`config.mk`:
```
export PLATFORM = sky130hd
export DESIGN_NAME = cpld_macrocell
export DESIGN_NICKNAME = d
export VERILOG_FILES = /design/src/rtl/cpld_macrocell_pkg.sv /design/src/rtl/mc_pt_pick.sv /design/src/rtl/mc_sum.sv /design/src/rtl/mc_store.sv /design/src/rtl/mc_route.sv /design/src/rtl/cpld_macrocell.sv
export SDC_FILE = /design/constraint.sdc
export NUM_CORES = 1
export LEC_CHECK = 0
export BUFFER_PORTS_ARGS = -buffer_cell sky130_fd_sc_hd__buf_4
export CORE_MARGIN = 1.5
export CORE_UTILIZATION = 38
export CTS_BUF_LIST = sky130_fd_sc_hd__clkbuf_4 sky130_fd_sc_hd__clkbuf_8 sky130_fd_sc_hd__clkbuf_16
export DETAILED_ROUTE_END_ITERATION = 6
export GPL_TIMING_DRIVEN = 0
export PLACE_DENSITY_LB_ADDON = 0.3
export SYNTH_ARGS = -nofsm -noshare
export SYNTH_HDL_FRONTEND = slang
export SYNTH_SLANG_ARGS = --single-unit
```
`constraint.sdc`:
```
create_clock -name clk -period 2.7 [get_ports clk]
set_input_delay 0.27 -clock clk [delete_from_list [all_inputs] [get_ports clk]]
set_output_delay 0.27 -clock clk [all_outputs]
set_load 0.02 [all_outputs]
```
`src/rtl/cpld_macrocell_pkg.sv`:
```
// Package: encodings shared by the macrocell modules.
// Assumes: configuration inputs are static while the cell is in use.
package cpld_macrocell_pkg;

    // Second XOR operand choices
    localparam logic [1:0] XOP_ZERO  = 2'd0;
    localparam logic [1:0] XOP_ONE   = 2'd1;
    localparam logic [1:0] XOP_TERM  = 2'd2;
    localparam logic [1:0] XOP_STATE = 2'd3;

    // Storage data sources
    localparam logic [1:0] DSRC_XOR  = 2'd0;
    localparam logic [1:0] DSRC_TERM = 2'd1;

    // Storage behaviours; any value at or above MODE_LAT is a latch
    localparam logic [2:0] MODE_D   = 3'd0;
    localparam logic [2:0] MODE_T   = 3'd1;
    localparam logic [2:0] MODE_JK  = 3'd2;
    localparam logic [2:0] MODE_SR  = 3'd3;
    localparam logic [2:0] MODE_LAT = 3'd4;

    // Fixed output-enable choices; global enables follow from index 2
    localparam int OE_ON     = 0;
    localparam int OE_OFF    = 1;
    localparam int OE_GBASE  = 2;

    // Positions of the term-index selectors in the top-level pick bank
    localparam int PK_XOR  = 0;
    localparam int PK_DAT  = 1;
    localparam int PK_K    = 2;
    localparam int PK_CLK  = 3;
    localparam int PK_CE   = 4;
    localparam int PK_AR   = 5;
    localparam int PK_AP   = 6;
    localparam int PK_OE   = 7;
    localparam int PK_FOLD = 8;
    localparam int PK_NUM  = 9;

endpackage

```
`src/rtl/mc_pt_pick.sv`:
```
// Module: mc_pt_pick
// Selects one product term by index; indices past the last term yield 0.
// Assumes: PIW is wide enough to hold NPT-1.
module mc_pt_pick #(
    parameter int NPT = 5,
    parameter int PIW = 3
) (
    input  logic [NPT-1:0] pt_i,
    input  logic [PIW-1:0] idx_i,
    output logic           bit_o
);

    // Indexed term pick with an out-of-range default of 0
    always_comb begin
        bit_o = 1'b0;
        for (int k = 0; k < NPT; k++) begin
            if (idx_i == PIW'(k)) begin
                bit_o = pt_i[k];
            end
        end
    end

endmodule

```
`src/rtl/mc_sum.sv`:
```
// Module: mc_sum
// Builds the OR sum of the routed terms plus cascade-in, then the XOR stage.
// Assumes: state_i is the stored bit from the last clk edge (no loop).
module mc_sum #(
    parameter int NPT = 5
) (
    input  logic [NPT-1:0] pt_i,
    input  logic [NPT-1:0] or_mask_i,
    input  logic           cas_i,
    input  logic [1:0]     xor_sel_i,
    input  logic           xor_term_i,
    input  logic           state_i,
    output logic           or_sum_o,
    output logic           xor_o
);
    import cpld_macrocell_pkg::*;

    logic xop;

    // Sum of the routed terms and the incoming cascade
    always_comb begin
        or_sum_o = cas_i | (|(pt_i & or_mask_i));
    end

    // Polarity / arithmetic operand and XOR result
    always_comb begin
        unique case (xor_sel_i)
            XOP_ZERO:  xop = 1'b0;
            XOP_ONE:   xop = 1'b1;
            XOP_TERM:  xop = xor_term_i;
            default:   xop = state_i;
        endcase
        xor_o = or_sum_o ^ xop;
    end

endmodule

```
`src/rtl/mc_store.sv`:
```
// Module: mc_store
// Storage element: D/T/JK/SR on a detected rising edge of the selected
// clock level, or a latch transparent while that level is high.
// Clear and preset override the output at once and the state at the edge.
// Assumes: clock sources are levels sampled on clk, at most half its rate.
module mc_store #(
    parameter int NGCK = 3,
    parameter int CSW  = 2
) (
    input  logic            clk,
    input  logic            rst_n,
    input  logic [NGCK-1:0] gclk_i,
    input  logic [CSW-1:0]  clk_sel_i,
    input  logic            clk_term_i,
    input  logic            ce_en_i,
    input  logic            ce_term_i,
    input  logic [2:0]      mode_i,
    input  logic            d_i,
    input  logic            k_i,
    input  logic            clr_i,
    input  logic            pre_i,
    output logic            q_o,
    output logic            state_o
);
    import cpld_macrocell_pkg::*;

    logic ck_lvl;
    logic ck_prev;
    logic use_gck;
    logic enable;
    logic is_latch;
    logic edge_hit;
    logic open_gate;
    logic q_r;
    logic q_nxt;

    // Selected clock level: a global clock or the term clock
    always_comb begin
        ck_lvl = clk_term_i;
        for (int g = 0; g < NGCK; g++) begin
            if (clk_sel_i == CSW'(g)) begin
                ck_lvl = gclk_i[g];
            end
        end
    end

    // Clock enable applies only when a global clock is in use
    always_comb begin
        use_gck   = (clk_sel_i < CSW'(NGCK));
        enable    = !(ce_en_i && use_gck) || ce_term_i;
        is_latch  = (mode_i >= MODE_LAT);
        edge_hit  = ck_lvl && !ck_prev && enable;
        open_gate = ck_lvl && enable;
    end

    // Update rule for an edge-triggered element
    always_comb begin
        unique case (mode_i)
            MODE_D:  q_nxt = d_i;
            MODE_T:  q_nxt = q_r ^ d_i;
            MODE_JK: q_nxt = (d_i && !q_r) || (!k_i && q_r);
            MODE_SR: q_nxt = k_i ? 1'b0 : (d_i ? 1'b1 : q_r);
            default: q_nxt = d_i;
        endcase
    end

    // State and edge-history registers
    always_ff @(posedge clk) begin
        if (!rst_n) begin
            q_r     <= 1'b0;
            ck_prev <= 1'b0;
        end else begin
            ck_prev <= ck_lvl;
            if (clr_i) begin
                q_r <= 1'b0;
            end else if (pre_i) begin
                q_r <= 1'b1;
            end else if (is_latch) begin
                if (open_gate) begin
                    q_r <= d_i;
                end
            end else if (edge_hit) begin
                q_r <= q_nxt;
            end
        end
    end

    // Visible value: overrides first, then latch flow-through
    always_comb begin
        if (clr_i) begin
            q_o = 1'b0;
        end else if (pre_i) begin
            q_o = 1'b1;
        end else if (is_latch && open_gate) begin
            q_o = d_i;
        end else begin
            q_o = q_r;
        end
        state_o = q_r;
    end

endmodule

```
`src/rtl/mc_route.sv`:
```
// Module: mc_route
// Output and feedback selection, output-enable source and foldback term.
// Assumes: OEW holds every fixed and global enable code.
module mc_route #(
    parameter int NGOE = 2,
    parameter int OEW  = 3
) (
    input  logic            out_reg_i,
    input  logic            fb_reg_i,
    input  logic            q_i,
    input  logic            comb_i,
    input  logic [OEW-1:0]  oe_sel_i,
    input  logic [NGOE-1:0] goe_i,
    input  logic            oe_pin_i,
    input  logic            oe_term_i,
    input  logic            fold_term_i,
    output logic            pin_o,
    output logic            fb_o,
    output logic            oe_o,
    output logic            fold_o
);
    import cpld_macrocell_pkg::*;

    localparam int OE_PIN  = OE_GBASE + NGOE;
    localparam int OE_TERM = OE_PIN + 1;

    // Pin and buried feedback each choose registered or combinational
    always_comb begin
        pin_o  = out_reg_i ? q_i : comb_i;
        fb_o   = fb_reg_i  ? q_i : comb_i;
        fold_o = !fold_term_i;
    end

    // Output-enable multiplexer; unused codes disable the driver
    always_comb begin
        oe_o = 1'b0;
        if (oe_sel_i == OEW'(OE_ON)) begin
            oe_o = 1'b1;
        end
        for (int g = 0; g < NGOE; g++) begin
            if (oe_sel_i == OEW'(OE_GBASE + g)) begin
                oe_o = goe_i[g];
            end
        end
        if (oe_sel_i == OEW'(OE_PIN)) begin
            oe_o = oe_pin_i;
        end
        if (oe_sel_i == OEW'(OE_TERM)) begin
            oe_o = oe_term_i;
        end
    end

endmodule

```
`src/rtl/cpld_macrocell.sv`:
```
// Module: cpld_macrocell (top)
// One configurable logic cell: OR/XOR sum, storage element, output,
// feedback, output-enable and foldback selection.
// Assumes: cfg_* inputs are static configuration; clocks are sampled levels.
module cpld_macrocell #(
    parameter int NPT  = 5,
    parameter int NGCK = 3,
    parameter int NGOE = 2,
    localparam int PIW = $clog2(NPT + 1),
    localparam int CSW = $clog2(NGCK + 1),
    localparam int OEW = $clog2(NGOE + 4)
) (
    input  logic            clk,
    input  logic            rst_n,
    input  logic [NPT-1:0]  pt_i,
    input  logic            cas_i,
    input  logic [NGCK-1:0] gclk_i,
    input  logic            gclr_i,
    input  logic [NGOE-1:0] goe_i,
    input  logic            pin_i,
    input  logic            oe_pin_i,
    input  logic [NPT-1:0]  cfg_or_mask,
    input  logic [1:0]      cfg_xor_sel,
    input  logic [PIW-1:0]  cfg_xor_pt,
    input  logic [1:0]      cfg_d_src,
    input  logic [PIW-1:0]  cfg_d_pt,
    input  logic [2:0]      cfg_ff_mode,
    input  logic [PIW-1:0]  cfg_k_pt,
    input  logic [CSW-1:0]  cfg_clk_sel,
    input  logic [PIW-1:0]  cfg_clk_pt,
    input  logic            cfg_ce_en,
    input  logic [PIW-1:0]  cfg_ce_pt,
    input  logic [1:0]      cfg_ar_mode,
    input  logic [PIW-1:0]  cfg_ar_pt,
    input  logic            cfg_ap_en,
    input  logic [PIW-1:0]  cfg_ap_pt,
    input  logic            cfg_out_reg,
    input  logic            cfg_fb_reg,
    input  logic [OEW-1:0]  cfg_oe_sel,
    input  logic [PIW-1:0]  cfg_oe_pt,
    input  logic [PIW-1:0]  cfg_fold_pt,
    output logic            pin_o,
    output logic            oe_o,
    output logic            fb_o,
    output logic            cas_o,
    output logic            fold_o
);
    import cpld_macrocell_pkg::*;

    logic [PIW-1:0]    pick_idx [PK_NUM];
    logic [PK_NUM-1:0] pick_bit;
    logic              or_sum;
    logic              xor_val;
    logic              state;
    logic              q_vis;
    logic              d_val;
    logic              clr;
    logic              pre;

    // Gather the term indices into one bank
    always_comb begin
        pick_idx[PK_XOR]  = cfg_xor_pt;
        pick_idx[PK_DAT]  = cfg_d_pt;
        pick_idx[PK_K]    = cfg_k_pt;
        pick_idx[PK_CLK]  = cfg_clk_pt;
        pick_idx[PK_CE]   = cfg_ce_pt;
        pick_idx[PK_AR]   = cfg_ar_pt;
        pick_idx[PK_AP]   = cfg_ap_pt;
        pick_idx[PK_OE]   = cfg_oe_pt;
        pick_idx[PK_FOLD] = cfg_fold_pt;
    end

    // One term picker per configurable use
    for (genvar s = 0; s < PK_NUM; s++) begin : g_pick
        mc_pt_pick #(.NPT(NPT), .PIW(PIW)) u_pick (
            .pt_i  (pt_i),
            .idx_i (pick_idx[s]),
            .bit_o (pick_bit[s])
        );
    end

    mc_sum #(.NPT(NPT)) u_sum (
        .pt_i       (pt_i),
        .or_mask_i  (cfg_or_mask),
        .cas_i      (cas_i),
        .xor_sel_i  (cfg_xor_sel),
        .xor_term_i (pick_bit[PK_XOR]),
        .state_i    (state),
        .or_sum_o   (or_sum),
        .xor_o      (xor_val)
    );

    // Storage data source and clear / preset combination
    always_comb begin
        unique case (cfg_d_src)
            DSRC_XOR:  d_val = xor_val;
            DSRC_TERM: d_val = pick_bit[PK_DAT];
            default:   d_val = pin_i;
        endcase
        clr = (cfg_ar_mode[0] && gclr_i) || (cfg_ar_mode[1] && pick_bit[PK_AR]);
        pre = cfg_ap_en && pick_bit[PK_AP];
    end

    mc_store #(.NGCK(NGCK), .CSW(CSW)) u_store (
        .clk        (clk),
        .rst_n      (rst_n),
        .gclk_i     (gclk_i),
        .clk_sel_i  (cfg_clk_sel),
        .clk_term_i (pick_bit[PK_CLK]),
        .ce_en_i    (cfg_ce_en),
        .ce_term_i  (pick_bit[PK_CE]),
        .mode_i     (cfg_ff_mode),
        .d_i        (d_val),
        .k_i        (pick_bit[PK_K]),
        .clr_i      (clr),
        .pre_i      (pre),
        .q_o        (q_vis),
        .state_o    (state)
    );

    mc_route #(.NGOE(NGOE), .OEW(OEW)) u_route (
        .out_reg_i   (cfg_out_reg),
        .fb_reg_i    (cfg_fb_reg),
        .q_i         (q_vis),
        .comb_i      (xor_val),
        .oe_sel_i    (cfg_oe_sel),
        .goe_i       (goe_i),
        .oe_pin_i    (oe_pin_i),
        .oe_term_i   (pick_bit[PK_OE]),
        .fold_term_i (pick_bit[PK_FOLD]),
        .pin_o       (pin_o),
        .fb_o        (fb_o),
        .oe_o        (oe_o),
        .fold_o      (fold_o)
    );

    // Cascade carries the OR sum forward
    always_comb begin
        cas_o = or_sum;
    end

endmodule

```
[After elaboration in Yosys (flattened, before gate mapping)]
Index checks and enable logic that the tools add are counted.
Cells by class
  add/sub/neg operators: 0
  reductions and logical operators: 35
  divide/modulo/power cells: 0
  muxes and demuxes: 67
  bitwise operators: 5
  shifts and indexed selects: 0
  $mul: 0
  eq/ne operators: 50
  $lt $le $gt $ge: 2
Operators by type and width (count)
  equality test 3 x 2 -> 1 bit (second input constant): 22
  two-way mux 1 bit: 64
  equality test 3 bit (second input constant): 11
  equality test 3 x 1 -> 1 bit (second input constant): 10
  zero test 3 bit: 10
  logical AND 1 bit: 10
  equality test 2 x 1 -> 1 bit (second input constant): 3
  zero test 2 bit: 3
  case mux 1 bit (3 select lines): 2
  AND 5 bit: 1
  zero test 1 bit: 5
  != test 5 x 2 -> 1 bit (second input constant): 1
  OR reduction 5 bit: 1
  equality test 2 bit (second input constant): 2
  >= comparator 3 bit (second input constant): 1
  logical OR 1 bit: 3
  != test 3 bit (second input constant): 1
  AND reduction 3 bit: 1
  nonzero test 3 bit: 1
  < comparator 2 bit (second input constant): 1
  case mux 1 bit (2 select lines): 1
  OR reduction 2 bit: 1
  bitwise XOR 1 bit: 2
  NOT 1 bit: 1
  OR 1 bit: 1
Storage, ports and cells
  bits in registers: 2
  latch bits: 0
  memories kept: 0
  output and inout port bits: 5
  input bits: 66
  RAM bits: 0
  bits in read-only memories: 0
  logic and storage cells: 161

[Logic depth before layout (Yosys ltp)]
  depth after elaboration: 15
  depth in mapped cells: 8
  gate-level depth less buffers: 7

[By module]
Synthesis repeated with hierarchy kept, for this count alone.
Unflattened totals
  cell total of the unflattened synthesis: 102
  area total of the unflattened synthesis: 850.8 µm²
By module, submodules not included
  mc_pt_pick: cells each 6, seq. area each 0.0 µm², area an instance 53.8 µm², times used 9
  mc_store: cells each 24, seq. area each 40.0 µm², area an instance 200.2 µm², times used 1
  mc_route: cells each 11, seq. area each 0.0 µm², area an instance 68.8 µm², times used 1
  mc_sum: cells each 8, seq. area each 0.0 µm², area an instance 63.8 µm², times used 1
  cpld_macrocell: cells each 5, seq. area each 0.0 µm², area an instance 33.8 µm², times used 1

[Worst setup path after synthesis]
Ideal clock, no wire load.
  kind: input-to-output
  start point: input port pt_i[1]
  end point: output port fb_o
  buffers on the path: 1
  path slack: 0.525 ns
  stages on the path: 8
  required time: 2.430 ns
  data arrival time: 1.905 ns
  cells stage by stage: buf_4 mux4_2 nand3_2 o21ai_2 o41a_1 nand2_1 o311ai_1 mux2i_1
Between the ends
  longest elaborated chain between the ends: 13
  elaborated cells on any way between the ends: 43
  classes of those cells: mux: 33; bitwise: 3; reduce/logical: 7
RTL lines
  from (decl): line cpld_macrocell.sv:15  | input logic [NPT-1:0] pt_i,
  branches (longest 12 deep; another with case mux 1 bit (3 select lines))
  two-way mux 1 bit (*): line mc_route.sv:30  | fb_o = fb_reg_i ? q_i : comb_i;
  to (decl): line cpld_macrocell.sv:44  | output logic fb_o,
Every way passes the cells marked *.

[Worst setup path after layout]
  start point: input port pt_i[4]
  end point: output port pin_o
Between the ends
  longest elaborated chain between the ends: 10
  elaborated cells on any way between the ends: 25
  classes of those cells: mux: 15; bitwise: 3; reduce/logical: 7
RTL lines
  branches (longest 9 deep; another with AND 5 bit)
  two-way mux 1 bit (*): line mc_route.sv:29  | pin_o = out_reg_i ? q_i : comb_i;
  to (decl): line cpld_macrocell.sv:42  | output logic pin_o,
Marked as above.

==> reports/metrics.csv <==
stage;metric;value;unit
sta;min_period;2.37;ns
clock_tree;cts_setup_buffers;0;
cells_and_area;mostFrequentLayoutCell;buf_4;
worst_setup_path;startpoint;pt_i[4];
clock_tree;cts_buffer_depth;2;
synth;synth_edf_count;0;
route;drt_iter0_markers;9;
route;drc;0;
worst_setup_path;crit_arrival;2.10;ns
floorplanning;die_x;49.2;um
run;maxCapViolCount;0;
floorplanning;coreArea;1980;um2
synth;yosysWarningCount;0;
clock_tree;cts_sinks;2;
global_routing;antenna_found_initial;0;
outcome;status;completed;
hold_path;hold_end;u_store.ck_prev;
global_routing;grt_pass1_vias;1159;
sta;fin_crit_sh;87.7;%
worst_setup_path;cp_max_fo;10;
worst_setup_path;timing.rr.start;u_store.state_o;
sta;max_freq;422;MHz
power_and_ir_drop;p_leak;0.666;nW
worst_setup_path;cp_slowest_cell;a221oi_1;
sta;report.final.slew_viol_count;0;
sta;rsz0062_at_grt;no;
global_routing;grt_pass1_wl;4730;um
clock_tree;cts_tree;done;
hold_path;hold_start;rst_n;
placement;dp_cells;201;
synth;async_reset_ff_share;0;%
placement;post-place-ws;0.315;ns
placement;place_hpwl;2190;um
synth;yosysSeqAreaShare;4.95;%
sta;fin_skew;0.00961;ns
worst_setup_path;start_kind;input pin;
synth;synth_cells;108;
synth;ys_seq_elements;2;
power_and_ir_drop;ir_worst_vdd;0.131;mV
global_routing;grt_max_degree;11;
floorplanning;start_util;40.8;%
hold_path;min_path_type;input pin to flip-flop;
cells_and_area;antennaDiodeCount;0;
route;firstDrtPassIters;4;
floorplanning;rows;16;
clock_tree;clock_latency;0.24;ns
clock_tree;cts_buffers;3;
sta;hold_viol;0;
worst_setup_path;cpMostUsedCell;nand2_1;
cells_and_area;n_fill_cell;173;
worst_setup_path;crit_chain;buf_2 -> a22oi_1 -> nand2_1 -> a221oi_1 -> o41a_1 -> nand2_1 -> o311ai_1 -> mux2i_1 -> buf_4;
floorplanning;pin_count;71;
route;vias_per_cell;5.48;
placement;portBuffers;66;
worst_setup_path;end_kind;output pin;
global_routing;overflow;0;
worst_setup_path;cp.required;2.43;ns
global_routing;track_usage;24.1;%
worst_setup_path;rr_worst_depth;6;
worst_setup_path;critPathMaxStageDelay;0.49;ns
sta;finalSetupViolations;0;
clock_tree;postCtsHoldBufs;0;
cells_and_area;syn_to_final_growth;68.2;%
sta;setup_tns;0;ns
power_and_ir_drop;p_per_area;238;nW/um2
cells_and_area;mostFrequentLayoutCells;buf_4 (67), nand2_1 (14), nor2_1 (12);
clock_tree;ctsResizeCount;0;
worst_setup_path;worstReg2RegEnd;u_store.state_o;
synth;syn_area_per_cell;7.50;um2
hold_path;min_path_cells;2;
clock_tree;cts-htree-levels;1;
cells_and_area;nets;245;
sta;max_slew_margin;60.0;%
route;post_drt_wl_per_cell;13.2;um
synth;syn_area;810;um2
synth;syn-num-nets;174;
sta;worstMarginPinSlew;0.600;ns
route;ant_nets;0;
cells_and_area;drive_above_1_share;44.1;%
floorplanning;dieArea;2420;um2
synth;ys.flop_type;dfxtp_1;
synth;yosysUniqueCellTypes;38;
route;vias;1118;
worst_setup_path;r2r_slack;1.07;ns
clock_tree;clkTransAtPathRegs;0.03;ns
cells_and_area;fin_cells;204;
clock_tree;root_buffer;clkbuf_4;
route;routed_wl;2700;um
floorplanning;dieHeight;49.2;um
worst_setup_path;critPathKind;input pin to output pin;
placement;globalplace.congestion;0.791;
sta;fin_ws;0.331;ns
==> power breakdown <==
| part | switching [mW] | total, mW | internal [mW] | leakage (nW) |
|---|---|---|---|---|
| clock | 0.0254 | 0.0751 | 0.0497 | 0.0138 |
| combinational | 0.0902 | 0.215 | 0.125 | 0.636 |
| sequential | 0.00224 | 0.0344 | 0.0322 | 0.0165 |
| total | 0.118 | 0.324 | 0.207 | 0.666 |
==> through the flow <==
step	total power, mW	utilization (%)	hold WS (ns)	area, um2
floorplan	0.137	-	0.412	810
global placement	0.241	67.6	0.552	1340
detailed placement	0.249	67.6	0.562	1340
CTS	0.324	68.7	0.326	1360
global route	0.347	68.7	0.335	1360
finish	0.324	68.7	0.326	1360
==> layout make-up <==
class                           count  area [um2]  area share [%]
Timing Repair Buffer               66         495            36.4
Clock buffer                        3        22.5            1.65
Multi-Input combinational cell     97         716            52.6
Inverter                            5        18.8            1.38
Tap cell                           27        33.8            2.48
Sequential cell                     2        40.0            2.94
Buffer                              4        35.0            2.57
==> worst max-delay path: cells and delay by family <==
| kind | cells | cell delay [ns] |
|---|---|---|
| muxes | 1 | 0.12 |
| AOI/OAI and AO/OA | 4 | 1.23 |
| and+or+nand+nor | 2 | 0.13 |
| buffers and inverters | 2 | 0.34 |
==> sequential cells by signal, summed over array words and instances (netlist names) <==
| register | count |
|---|---|
| u_store.ck_prev | 1 |
| u_store.state_o | 1 |
==> layer usage <==
metal,track usage (%),up-vias,part of all wire (%),wire (um)
met4,4.29,0,0.82,22
met3,3.07,3,7.1,191
met1,28.5,507,40,1070
li1,-,558,-,-
met5,0,-,0,0
met2,46.2,50,52,1410
==> worst max path at each step <==
stage / slack, ns / to / cells after the start
6_report: 0.33 / pin_o / 9
5_1_grt: 0.09 / pin_o / 9
4_1_cts: 0.31 / fb_o / 9
3_5_place_dp: 0.31 / fb_o / 9
3_3_place_gp: 0.32 / fb_o / 9
2_1_floorplan: 0.52 / fb_o / 8
==> synth_stat cells, types with 2 or more instances <==
cell	n	area share (%)
a21oi_1	9	5.6
a221oi_1	2	2.2
a22oi_1	2	1.9
a31oi_1	3	2.3
buf_6	2	2.8
dfxtp_1	2	4.9
inv_1	5	2.3
mux2i_1	9	11
mux4_1	4	13
mux4_2	2	5.6
nand2_1	14	6.5
nand2b_1	4	3.1
nand3_1	3	1.9
nand3b_1	2	1.9
nor2_1	12	5.6
nor2b_1	5	3.9
o211ai_1	2	1.9
o21ai_0	5	3.1
o22ai_1	2	1.5
==> cells by family (layout without fill, tap and decap cells) <==
kind of cell	count (synthesis)	after routing	share of synthesized area, %
flip-flops	2	2	4.95
AND/OR/NAND/NOR	44	44	27.0
AO/OA/AOI/OAI	37	37	30.6
XOR/XNOR	1	1	1.08
multiplexers	15	15	29.7
buffers and inverters	9	78	6.65
(Power assumes the default switching activity.)
